[src/rtl/inv_sup_pkg.sv]
package inv_sup_pkg;
  typedef struct packed {
    logic hi;
    logic lo;
  } leg_t;

  localparam leg_t LEG_OFF   = '{hi: 1'b0, lo: 1'b0};
  localparam leg_t LEG_BRAKE = '{hi: 1'b0, lo: 1'b1};
endpackage

[src/rtl/trip_blanker.sv]
module trip_blanker #(
  parameter int BLANK_CYC = 4
) (
  input  logic clk,
  input  logic rst_n,
  input  logic trip_raw,
  output logic trip_act
);
  localparam int CW = $clog2(BLANK_CYC + 1);
  localparam logic [CW-1:0] LIM = CW'(BLANK_CYC);

  logic [CW-1:0] run_cnt;

  // counts consecutive active cycles, saturating at the limit
  always_ff @(posedge clk or negedge rst_n) begin
    if (!rst_n)
      run_cnt <= '0;
    else if (!trip_raw)
      run_cnt <= '0;
    else if (run_cnt != LIM)
      run_cnt <= run_cnt + 1'b1;
  end

  assign trip_act = (run_cnt == LIM);
endmodule

[src/rtl/fault_hold_timer.sv]
module fault_hold_timer #(
  parameter int DW = 16
) (
  input  logic          clk,
  input  logic          rst_n,
  input  logic          trip_act,
  input  logic          uv,
  input  logic [DW-1:0] clr_delay,
  output logic          shut
);
  logic [DW-1:0] remain;
  logic          hold;

  always_ff @(posedge clk or negedge rst_n) begin
    if (!rst_n) begin
      remain <= '0;
      hold   <= 1'b0;
    end else if (trip_act || uv) begin
      remain <= clr_delay;
      if (trip_act) hold <= 1'b1;
    end else if (hold) begin
      if (remain == '0) hold <= 1'b0;
      else              remain <= remain - 1'b1;
    end
  end

  assign shut = trip_act | uv | hold;
endmodule

[src/rtl/phase_arbiter.sv]
module phase_arbiter
  import inv_sup_pkg::*;
(
  input  logic clk,
  input  logic rst_n,
  input  logic hc,
  input  logic lc,
  input  logic bs_uv,
  input  logic shut,
  input  logic brake,
  input  logic en,
  output leg_t drv
);
  logic hc_prev, blk, rise, lock;
  leg_t nxt;

  assign rise = hc & ~hc_prev;
  assign lock = bs_uv | (blk & ~rise);

  always_comb begin
    if (shut)       nxt = LEG_OFF;
    else if (brake) nxt = LEG_BRAKE;
    else if (!en)   nxt = LEG_OFF;
    else begin
      nxt.hi = hc & ~lc & ~lock;
      nxt.lo = lc & ~hc;
    end
  end

  always_ff @(posedge clk or negedge rst_n) begin
    if (!rst_n) begin
      hc_prev <= 1'b0;
      blk     <= 1'b0;
      drv     <= LEG_OFF;
    end else begin
      hc_prev <= hc;
      blk     <= lock;
      drv     <= nxt;
    end
  end
endmodule

[src/rtl/inv_prot_sup.sv]
module inv_prot_sup
  import inv_sup_pkg::*;
#(
  parameter int PHASES    = 3,
  parameter int BLANK_CYC = 4,
  parameter int DLY_W     = 16
) (
  input  logic              clk,
  input  logic              rst_n,
  input  logic [PHASES-1:0] hi_cmd,
  input  logic [PHASES-1:0] lo_cmd,
  input  logic              en,
  input  logic              trip_in,
  input  logic              dcbus_ov,
  input  logic              vcc_uv,
  input  logic [PHASES-1:0] vbs_uv,
  input  logic [DLY_W-1:0]  clr_delay,
  output logic [PHASES-1:0] hi_out,
  output logic [PHASES-1:0] lo_out,
  output logic              flt_n,
  output logic              flt_oe
);
  logic trip_act, shut;

  trip_blanker #(.BLANK_CYC(BLANK_CYC)) u_blank (
    .clk(clk), .rst_n(rst_n), .trip_raw(trip_in), .trip_act(trip_act)
  );

  fault_hold_timer #(.DW(DLY_W)) u_hold (
    .clk(clk), .rst_n(rst_n), .trip_act(trip_act), .uv(vcc_uv),
    .clr_delay(clr_delay), .shut(shut)
  );

  for (genvar p = 0; p < PHASES; p++) begin : g_ph
    leg_t d;
    phase_arbiter u_arb (
      .clk(clk), .rst_n(rst_n), .hc(hi_cmd[p]), .lc(lo_cmd[p]),
      .bs_uv(vbs_uv[p]), .shut(shut), .brake(dcbus_ov), .en(en), .drv(d)
    );
    assign hi_out[p] = d.hi;
    assign lo_out[p] = d.lo;
  end

  always_ff @(posedge clk or negedge rst_n) begin
    if (!rst_n) begin
      flt_n  <= 1'b1;
      flt_oe <= 1'b0;
    end else begin
      flt_n  <= ~shut;
      flt_oe <= shut;
    end
  end
endmodule

[config.mk]
export PLATFORM = sky130hd
export DESIGN_NAME = inv_prot_sup
export DESIGN_NICKNAME = d
export VERILOG_FILES = /design/src/rtl/inv_sup_pkg.sv /design/src/rtl/trip_blanker.sv /design/src/rtl/fault_hold_timer.sv /design/src/rtl/phase_arbiter.sv /design/src/rtl/inv_prot_sup.sv
export SDC_FILE = /design/constraint.sdc
export NUM_CORES = 1
export LEC_CHECK = 0
export ABC_AREA = 1
export CAP_MARGIN = 0
export CORE_UTILIZATION = 50
export CTS_CLUSTER_DIAMETER = 40
export DETAILED_ROUTE_END_ITERATION = 16
export HOLD_SLACK_MARGIN = 0.06
export PLACE_DENSITY = 0.82
export SLEW_MARGIN = 20
export SYNTH_ARGS = -nofsm -noshare
export SYNTH_HDL_FRONTEND = slang
export SYNTH_SLANG_ARGS = --single-unit
export TNS_END_PERCENT = 1
[constraint.sdc]
create_clock -name clk -period 1.8 [get_ports clk]
set_clock_uncertainty 0.15 [all_clocks]
set_input_delay 0.27 -clock clk [delete_from_list [all_inputs] [get_ports clk]]
set_output_delay 0.27 -clock clk [all_outputs]
set_load 0.05 [all_outputs]
==> results of run 1 <==
[stage by stage]
| step | setup TNS, ns | cell area [sq um] | util | total power (W) |
|---|---|---|---|---|
| after floorplan | 0 | 1980 | - | 0.00112 |
| after global placement | 0 | 2390 | 0.639 | 0.00125 |
| after detailed placement | 0 | 2390 | 0.639 | 0.00126 |
| after CTS | 0 | 2530 | 0.677 | 0.00214 |
| after global routing | -0.110 | 2680 | 0.715 | 0.00228 |
| final | 0 | 2680 | 0.715 | 0.00219 |
[cells by family after synthesis]
kind of cell | Yosys count | share of synthesized area
and+or+nand+nor | 171 | 0.399
DFF | 34 | 0.430
buffers and inverters | 31 | 0.0833
AOI/OAI and AO/OA | 25 | 0.0688
adders and majority gates | 3 | 0.0189
[flip-flops by register name, indices dropped and copies added, names as in the netlist]
name / flops
g_ph.u_arb.hc_prev: 3
g_ph.u_arb.blk: 3
u_blank.run_cnt: 3
g_ph.u_arb.drv: 6
flt_n: 1
u_hold.remain: 16
u_hold.hold: 1
flt_oe: 1
[repair_timing]
item	in CTS	in global routing
buffers inserted	0	5
hold endpoints to repair	0	0
resized for setup	0	9
endpoints found under the setup margin	0	16
[how the worst max path moves through the flow]
stage                             startpoint           endpoint  slack (ns)  depth (start not counted)
after floorplan           u_blank.run_cnt[0]   u_hold.remain[7]        0.23                         11
after global placement                vcc_uv   u_hold.remain[9]        0.05                          7
after detailed placement              vcc_uv  u_hold.remain[10]        0.02                          7
after CTS                   u_hold.remain[0]  u_hold.remain[10]        0.04                          9
after global routing      u_blank.run_cnt[0]  u_hold.remain[13]       -0.04                         10
final                     u_blank.run_cnt[0]   u_hold.remain[6]        0.07                         10
[placed cells by master, fill, tap and decap left out, types with 2 or more instances in the layout]
master / netlist / layout
a21oi_1: 3 / 3
a31oi_1: 3 / 3
buf_12: 1 / 3
buf_4: 0 / 14
bufinv_16: 0 / 2
clkbuf_16: 0 / 2
clkbuf_8: 0 / 6
clkdlybuf4s50_1: 0 / 30
dfrtp_1: 33 / 33
ha_2: 0 / 2
inv_1: 24 / 21
inv_2: 1 / 4
nand2_1: 83 / 83
nand2_2: 3 / 3
nand2_4: 2 / 2
nand3_1: 21 / 21
nand3b_1: 7 / 7
nor2_1: 33 / 32
nor2_2: 14 / 14
nor2_4: 1 / 2
nor3_1: 3 / 3
o21ai_0: 15 / 15
o21ai_1: 2 / 2
o21ai_2: 2 / 2
[layout make-up]
| type | instances | area (sq um) |
|---|---|---|
| fill | 314 | 1070 |
| multi-input combinational | 200 | 1000 |
| sequential | 34 | 852 |
| timing repair buffer | 49 | 515 |
| inverter | 26 | 100 |
| clock buffer | 6 | 82.6 |
| clock inverter | 2 | 60.1 |
| tap | 48 | 60.1 |
[power by group through the flow]
stage / clock network (W) / logic (W) / registers, W
finish: 0.000883 / 0.000411 / 0.000892
global route: 0.000919 / 0.000461 / 0.000899
floorplan: 0 / 0.000237 / 0.000883
CTS: 0.000894 / 0.000365 / 0.000886
global placement: 0 / 0.000352 / 0.000899
detailed placement: 0 / 0.000363 / 0.000900
[routing by layer]
metal / global-route usage / vias up
li1: - / 940
met1: 0.251 / 848
met2: 0.355 / 60
met3: 0.0528 / 9
met4: 0.0944 / 0
met5: 0 / -
[critical path, cell delays in order, from the launching register on]
cell and delay, ns:
dfrtp_1 0.39, inv_2 0.08, ha_2 0.19, nand2_2 0.08, inv_4 0.09, nor2_8 0.06, buf_4 0.14, clkbuf_16 0.14
or2_0 0.19, nand2_1 0.07, o21ai_2 0.05
==> summary.md, run 1 <==
| Metric | Value |
|---|---|
| Outcome | finished, final reports clean |
| Pwr Density | roughly 800 nW/um^2 |
| CP Data Arrival Time | 1.76 ns |
| Hold Slack | around 0.24 ns |
| Post-Synthesis Cells | between 200 and 300 |
| Sw Share | 0.261 |
| DRC marker count from the first detailed-route iteration | roughly 140 |
| Combinational power share | 0.188 |
| Core ar. | 3740 sq um |
| Critical path peak fanout | 6 |
| Yosys top cell by area | dfrtp_1 |
| Share of layout cells above drive strength 1 | 0.192 |
| WL met2 | roughly 2100 um |
| Total Routing Usage GR | 0.211 |
| Largest net degree at the start of global routing | 35 |
| EDFF count, synth | 0 |
| Wire length on met1 | roughly 2100 um |
| Top cell type's share of synthesized area | 0.417 |
| Most frequent cells after synthesis | nand2_1, dfrtp_1, nor2_1 |
| Int Pwr | 0.00162 W |
| Vias post-DR | between 1500 and 2000 |
| Synth Cell Area | a little under 2000 sq um |
| Antenna viol nets, final | 0 |
| Seq pwr share | 0.408 |
| Crit end category | flip-flop |
| Synth top area cells | dfrtp_1, nand2_1, nor2_1, nand3_1, inv_1 |
| Final worst-path setup slack | about 0.065 ns |
| Yosys reg bits | 34 |
| Avg Inst Size Synth | 7.51 sq um |
| Type of the worst min-delay path | in -> async |
| Uppermost layer routed | met4 |
| Max Cap Viol | 0 |
| H-tree levels | 2 |
| Area Growth Syn to Fin | 35.0% |
| Worst slew pin tran | ~0.44 ns |
| CTS Buffer Depth | 2 |
| Inst Count DP | between 300 and 400 |
| CTS tree | done |
| Most numerous cell in the Yosys netlist | nand2_1 |
| Vias in the first global route | ~1700 |
| Net Count, Synth | approximately 300 |
| Clock transition at the registers of the reported paths | approximately 0.07 ns |
| Pre-Repair DR Iteration Count | 4 |
| GPL Wtd Cong | just over 0.8 |
| Post-Route WL | between 4000 and 5000 um |
| Sw Pwr | 0.000571 W |
| Worst R2R Setup Slack | between 0.06 and 0.07 ns |
| Die span in x | 65.0 um |
| Reg2reg end | u_hold.remain[6] |
| First-pass GRT wire length | 6730 um |
| Hold buffer count at CTS | 0 |
| Dpl ws | around 0.017 ns |
| Worst skew pair latency | approximately 0.29 ns |
| Wire length per cell | approximately 12 um |
| Starting Density | 0.529 |
| Yosys warns | 0 |
| Number of CTS-inserted buffers | 5 |
| Highest Clock Rate | between 500 and 600 MHz |
| Reg2reg path depth | 10 |
| Crit path launch type | flip-flop |
| Diode count | 0 |
| Fraction of registers with async set/reset | 1.00 |
| Fin nets | between 300 and 400 |
| Via/cell ratio | between 5 and 6 |
| I/O Buffers | 38 |
| # DRC | 0 |
| # rows | 22 |
| DR WL met3 | 252 um |
| Total gr overflow | 0 |
| Post-DP HPWL | approximately 2900 um |
| Reg2reg start | u_blank.run_cnt[0] |
| Crit path kind | reg -> reg |
| Post-synthesis sequential area ratio | 0.430 |
| Die footprint | 4220 sq um |
| Die height | around 65 um |
| Relative slew slack | 0.708 |
| Dominant synthesized flop cell | dfrtp_1 |
| Final period util | 0.964 |
| CTS root buf | clkbuf_8 |
| Antenna violations before repair | 0 |
| Minimum clock period | 1.73 ns |
| CP required | between 1.5 and 2 ns |
| Netlist cell types | 26 |
| VDD IR-drop max | ~0.59 mV |
| IO Pins | 39 |
| Lkg Pwr | roughly 1.3 nW |
| Non-Filler Instances | between 300 and 400 |
| Setup violators final | 0 |
| Max-slew violation count | 0 |
| Hold Vio Cnt, Final | 0 |
| Clock share of power | 0.404 |
| Sink Count | 34 |
(Power assumes the default switching activity.)
==> run 2: changes to the inputs <==
==> constraint.sdc (replaced) <==
create_clock -name clk -period 2.1 [get_ports clk]
set_clock_uncertainty 0.15 [all_clocks]
set_input_delay 0.315 -clock clk [delete_from_list [all_inputs] [get_ports clk]]
set_output_delay 0.315 -clock clk [all_outputs]
set_load 0.05 [all_outputs]
==> run 2 against run 1 <==
Die area unchanged. Utilization shrank 4.5 points. Combinational power down 24%. Clock-buffer cell count decreased by 1. Critical endpoint is now lo_out[1]. Non-clock buffer count decreased by 6. Hold slack improved by 0.042 ns. Sequential cell count unchanged. Largest cell class unchanged. Total power fell by 23%.
==> summary.md, run 2 (synthesis gave the netlist of run 1 again) <==
| Metric | Value |
|---|---|
| VDD IR-drop max | about 0.46 mV |
| CP Data Arrival Time | approximately 1.4 ns |
| Largest net degree at the start of global routing | 35 |
| Area Growth Syn to Fin | 26.5% |
| Unrepaired setup endpoints after global routing | no |
| Sw Pwr | roughly 0.00048 W |
| Pwr Density | 673 nW/um^2 |
| Setup violators final | 0 |
| Wire length per cell | 11.9 um |
| Regs by FF count | u_hold.remain x16, g_ph.u_arb.drv x6 |
| Uppermost layer routed | met4 |
| Max Cap Viol | 0 |
| Minimum clock period | 1.90 ns |
| # rows | 22 |
| Crit end category | output port |
| Sink Count | 34 |
| H-tree levels | 2 |
| CP max-delay cell | clkdlybuf4s50_1 |
| WL met2 | a little over 2000 um |
| Hold buffer count at CTS | 0 |
| Commonest non-fill, non-tap cell in the layout | nand2_1 |
| Reg area | about 850 sq um |
| Int Pwr | between 0.001 and 0.0015 W |
| GPL Wtd Cong | approximately 0.86 |
| Non-Filler Instances | approximately 360 |
| Crit path kind | reg -> out |
| Fin util | 0.669 |
| Critical path peak fanout | 1 |
| Worst path max stage delay | 0.82 ns |
| Filler Cells Inserted | roughly 330 |
| Die footprint | about 4200 sq um |
| CTS root buf | clkbuf_8 |
| First-pass GRT wire length | ~7200 um |
| # DRC | 0 |
| Worst slew pin tran | between 0.5 and 0.6 ns |
| CP required | 1.63 ns |
| Clock transition at the registers of the reported paths | approximately 0.080 ns |
| Die span in x | 65.0 um |
| Most frequent cells in the layout | nand2_1, clkdlybuf4s50_1, nor2_1, dfrtp_1, inv_1 |
| Wire length on met1 | about 1900 um |
| Vias in the first global route | 1674 |
| Antenna viol nets, final | 0 |
| Most flops, register | u_hold.remain |
| Post-DP HPWL | about 3100 um |
| Post-CTS setup buffers | 0 |
| Max reg flops | 16 |
| CTS Buffer Depth | 2 |
| Clock share of power | 0.363 |
| Crit path max-delay family | buffers and inverters |
| Relative slew slack | 0.651 |
| Total Routing Usage GR | 0.230 |
| Worst-path cell chain | clkdlybuf4s50_1 |
| Max-slew violation count | 0 |
| DRC marker count from the first detailed-route iteration | 67 |
| Highest Clock Rate | approximately 530 MHz |
| Outcome | finished, final reports clean |
| IO Pins | 39 |
| Share of layout cells above drive strength 1 | 0.132 |
| Lkg Pwr | approximately 1.2 nW |
| Diode count | 0 |
| Antenna violations before repair | 0 |
| I/O Buffers | 38 |
| Combinational power share | 0.186 |
| Fin nets | between 300 and 400 |
| Type of the worst min-delay path | in -> async |
| CTS tree | done |
| Hold Vio Cnt, Final | 0 |
| Area occupied by multi-input gates | about 960 sq um |
| Sw Share | 0.287 |
| Seq pwr share | 0.451 |
| Worst skew pair latency | 0.29 ns |
| Total gr overflow | 0 |
| Hold Slack | ~0.28 ns |
| DR WL met3 | between 200 and 250 um |
| Resized cells post-CTS | 0 |
| Core ar. | about 3700 sq um |
| Number of CTS-inserted buffers | 5 |
| Final period util | 0.907 |
| Inst Count DP | 350 |
| Crit path launch type | flip-flop |
| Post-Route WL | 4280 um |
| Starting Density | 0.529 |
| Vias post-DR | 1778 |
| WP buf/inv | 1 |
| Pre-Repair DR Iteration Count | 4 |
| Total negative setup slack | 0 ns |
| Via/cell ratio | just under 5 |
| Die height | roughly 65 um |
==> run 2: final timing paths <==
path | startpoint | end | slack, ns | depth (start not counted)
max | g_ph[1].u_arb.drv[0] | lo_out[1] | 0.20 | 1
min | rst_n | u_hold.remain[8] | 0.28 | 2
max reg2reg | u_blank.run_cnt[0] | u_hold.remain[10] | 0.27 | 10
min reg2reg | g_ph[1].u_arb.blk | g_ph[1].u_arb.blk | 0.35 | 2
max in group asynchronous | rst_n | flt_n | 1.18 | 2
min in group clk | hi_cmd[2] | g_ph[2].u_arb.hc_prev | 0.34 | 1
==> run 2: cell type report <==
type,instances,share of cell area
clock buffer,5,0.0275
clock inverter,3,0.0180
inverter,26,0.0399
multi-input combinational,199,0.385
sequential,34,0.340
tap,48,0.0240
timing repair buffer,43,0.166
==> run 2: power by group through the flow <==
stage,clock (W),combinational [W],sequential (W)
6_report,0.000612,0.000314,0.000760
4_1_cts,0.000625,0.000316,0.000759
3_5_place_dp,0,0.000312,0.000771
3_3_place_gp,0,0.000300,0.000770
5_1_grt,0.000655,0.000357,0.000768
2_1_floorplan,0,0.000203,0.000757
==> run 2: stage by stage <==
step / total power (W) / worst slack (ns) / cell area, sq um
2_1_floorplan: 0.000960 / 0.533 / 1980
3_3_place_gp: 0.00107 / 0.246 / 2390
3_5_place_dp: 0.00108 / 0.193 / 2390
4_1_cts: 0.00170 / 0.177 / 2510
5_1_grt: 0.00178 / 0.126 / 2510
6_report: 0.00169 / 0.196 / 2510
==> run 2: routing by layer <==
metal  track usage  vias up
met5             0        -
met4        0.0889        0
met3        0.0739        6
met2         0.385       39
met1         0.272      812
li1              -      921
==> run 3: changes to the inputs <==
--- a/config.mk
+++ b/config.mk
@@ -7,11 +7,11 @@
 export LEC_CHECK = 0
 export ABC_AREA = 1
 export CAP_MARGIN = 0
-export CORE_UTILIZATION = 50
+export CORE_UTILIZATION = 40
 export CTS_CLUSTER_DIAMETER = 40
 export DETAILED_ROUTE_END_ITERATION = 16
 export HOLD_SLACK_MARGIN = 0.06
-export PLACE_DENSITY = 0.82
+export PLACE_DENSITY = 0.68
 export SLEW_MARGIN = 20
 export SYNTH_ARGS = -nofsm -noshare
 export SYNTH_HDL_FRONTEND = slang
==> run 3 against run 2 <==
Final cell count rose by 5.0%. Sequential share of layout area up 0.14 points. Non-clock buffer count decreased by 1. Highest routed layer unchanged. Total power fell by 8.5%. Register-to-register slack hardly changed. Critical path depth is the same.
==> summary.md, run 3 (synthesis gave the netlist of run 1 again) <==
| Metric | Value |
|---|---|
| Area Growth Syn to Fin | 25.9% |
| Non-Filler Instances | 376 |
| Overall Power | approximately 0.0015 W |
| Post-CTS setup buffers | 0 |
| First-pass GRT wire length | between 7000 and 8000 um |
| CP max-delay cell | clkdlybuf4s50_1 |
| Antenna violations before repair | 0 |
| Reg area | approximately 850 sq um |
| Post-Route WL | ~4000 um |
| Worst slew pin tran | slightly above 0.5 ns |
| Worst path max stage delay | just over 0.8 ns |
| Hold Vio Cnt, Final | 0 |
| Most frequent cells in the layout | nand2_1, clkdlybuf4s50_1, nor2_1, dfrtp_1, inv_1 |
| GPL Wtd Cong | roughly 0.82 |
| Antenna viol nets, final | 0 |
| Setup violators final | 0 |
| Inst Count DP | 368 |
| Commonest non-fill, non-tap cell in the layout | nand2_1 |
| Max reg flops | 16 |
| Regs by FF count | u_hold.remain x16, g_ph.u_arb.drv x6 |
| Highest Clock Rate | between 500 and 600 MHz |
| Post-DP HPWL | around 2900 um |
| CP Data Arrival Time | ~1.4 ns |
| Die span in x | around 72 um |
| Pre-Repair DR Iteration Count | 4 |
| Max Cap Viol | 0 |
| Outcome | finished, final reports clean |
| CTS Buffer Depth | 2 |
| Hold buffer count at CTS | 0 |
| Area occupied by multi-input gates | between 900 and 1000 sq um |
| Crit path launch type | flip-flop |
| Clock transition at the registers of the reported paths | about 0.070 ns |
| Reg2reg start | u_blank.run_cnt[0] |
| DRC marker count from the first detailed-route iteration | between 150 and 200 |
| Share of layout cells above drive strength 1 | 0.126 |
| Lkg Pwr | about 1.1 nW |
| WP buf/inv | 1 |
| Largest net degree at the start of global routing | 35 |
| Pwr Density | 618 nW/um^2 |
| Diode count | 0 |
| Total negative setup slack | 0 ns |
| Resized cells post-CTS | 0 |
| Unrepaired setup endpoints after global routing | no |
| H-tree levels | 2 |
| IO Pins | 39 |
| Fin nets | 342 |
| Worst-path cell chain | clkdlybuf4s50_1 |
| Core ar. | 4750 sq um |
| Number of CTS-inserted buffers | 5 |
| Crit end category | output port |
| Minimum clock period | around 1.9 ns |
| Most flops, register | u_hold.remain |
| Total Routing Usage GR | 0.175 |
| Via/cell ratio | between 4 and 5 |
| # rows | 25 |
| Type of the worst min-delay path | in -> async |
| CTS root buf | clkbuf_8 |
| I/O Buffers | 38 |
| CP required | around 1.6 ns |
| Total gr overflow | 0 |
| Vias post-DR | between 1500 and 2000 |
| # DRC | 0 |
| Starting Density | 0.417 |
| Worst skew pair latency | approximately 0.29 ns |
| Wire length per cell | roughly 11 um |
| CTS tree | done |
| Critical path peak fanout | 1 |
| Max-slew violation count | 0 |
| Die height | 72.4 um |
| Die footprint | between 5000 and 6000 sq um |
| Relative slew slack | 0.655 |
| VDD IR-drop max | ~0.37 mV |
| Final period util | 0.900 |
| Critical path origin | g_ph[0].u_arb.drv[0] |
| Filler Cells Inserted | between 400 and 500 |
| Crit path max-delay family | buffers and inverters |
| Sink Count | 34 |
| Crit path kind | reg -> out |
| Vias in the first global route | roughly 1600 |
run 3: cell types whose count changed in the layout (fill, tap and decap cells not counted), sizes merged:
cell / previous run / this run
buf: 6 / 5
bufinv: 1 / 0
clkbuf: 5 / 6
run 3: final cells by class:
type	instances	share of cell area
Tap cell	67	0.0336
Clock inverter	2	0.00602
Inverter	26	0.0401
Sequential cell	34	0.341
Clock buffer	6	0.0291
Multi-Input combinational cell	199	0.386
Timing Repair Buffer	42	0.163
run 3: final timing paths:
kind / end / slack [ns] / cells past startpoint
setup / recovery: lo_out[0] / 0.21 / 1
hold / removal: u_hold.remain[3] / 0.29 / 2
setup reg to reg: u_hold.remain[9] / 0.26 / 10
hold reg to reg: g_ph[1].u_arb.blk / 0.35 / 2
max in group asynchronous: flt_n / 1.16 / 2
min in group clk: g_ph[2].u_arb.hc_prev / 0.34 / 1
run 3: layer usage:
metal,vias to the layer above,global-route usage,part of all wire
met5,-,0,0
met4,0,0.0719,0.016
met3,4,0.0569,0.057
met2,37,0.267,0.43
met1,767,0.228,0.50
li1,918,-,-
run 3: power breakdown:
| group | leakage [nW] | internal (W) | switching (W) | total, W |
|---|---|---|---|---|
| clock network | 0.0374 | 0.000233 | 0.000244 | 0.000477 |
| registers | 0.398 | 0.000707 | 0.0000519 | 0.000759 |
| logic | 0.714 | 0.000140 | 0.000166 | 0.000305 |
run 3: metrics by stage:
| stage | hold slack [ns] | worst slack, ns | utilization | area (sq um) |
|---|---|---|---|---|
| after floorplan | -0.131 | 0.533 | - | 1980 |
| after detailed placement | 0.337 | 0.162 | 0.507 | 2410 |
| final | 0.295 | 0.209 | 0.525 | 2500 |
| after global routing | 0.333 | 0.100 | 0.525 | 2500 |
| after CTS | 0.305 | 0.190 | 0.525 | 2500 |
| after global placement | 0.329 | 0.209 | 0.507 | 2410 |
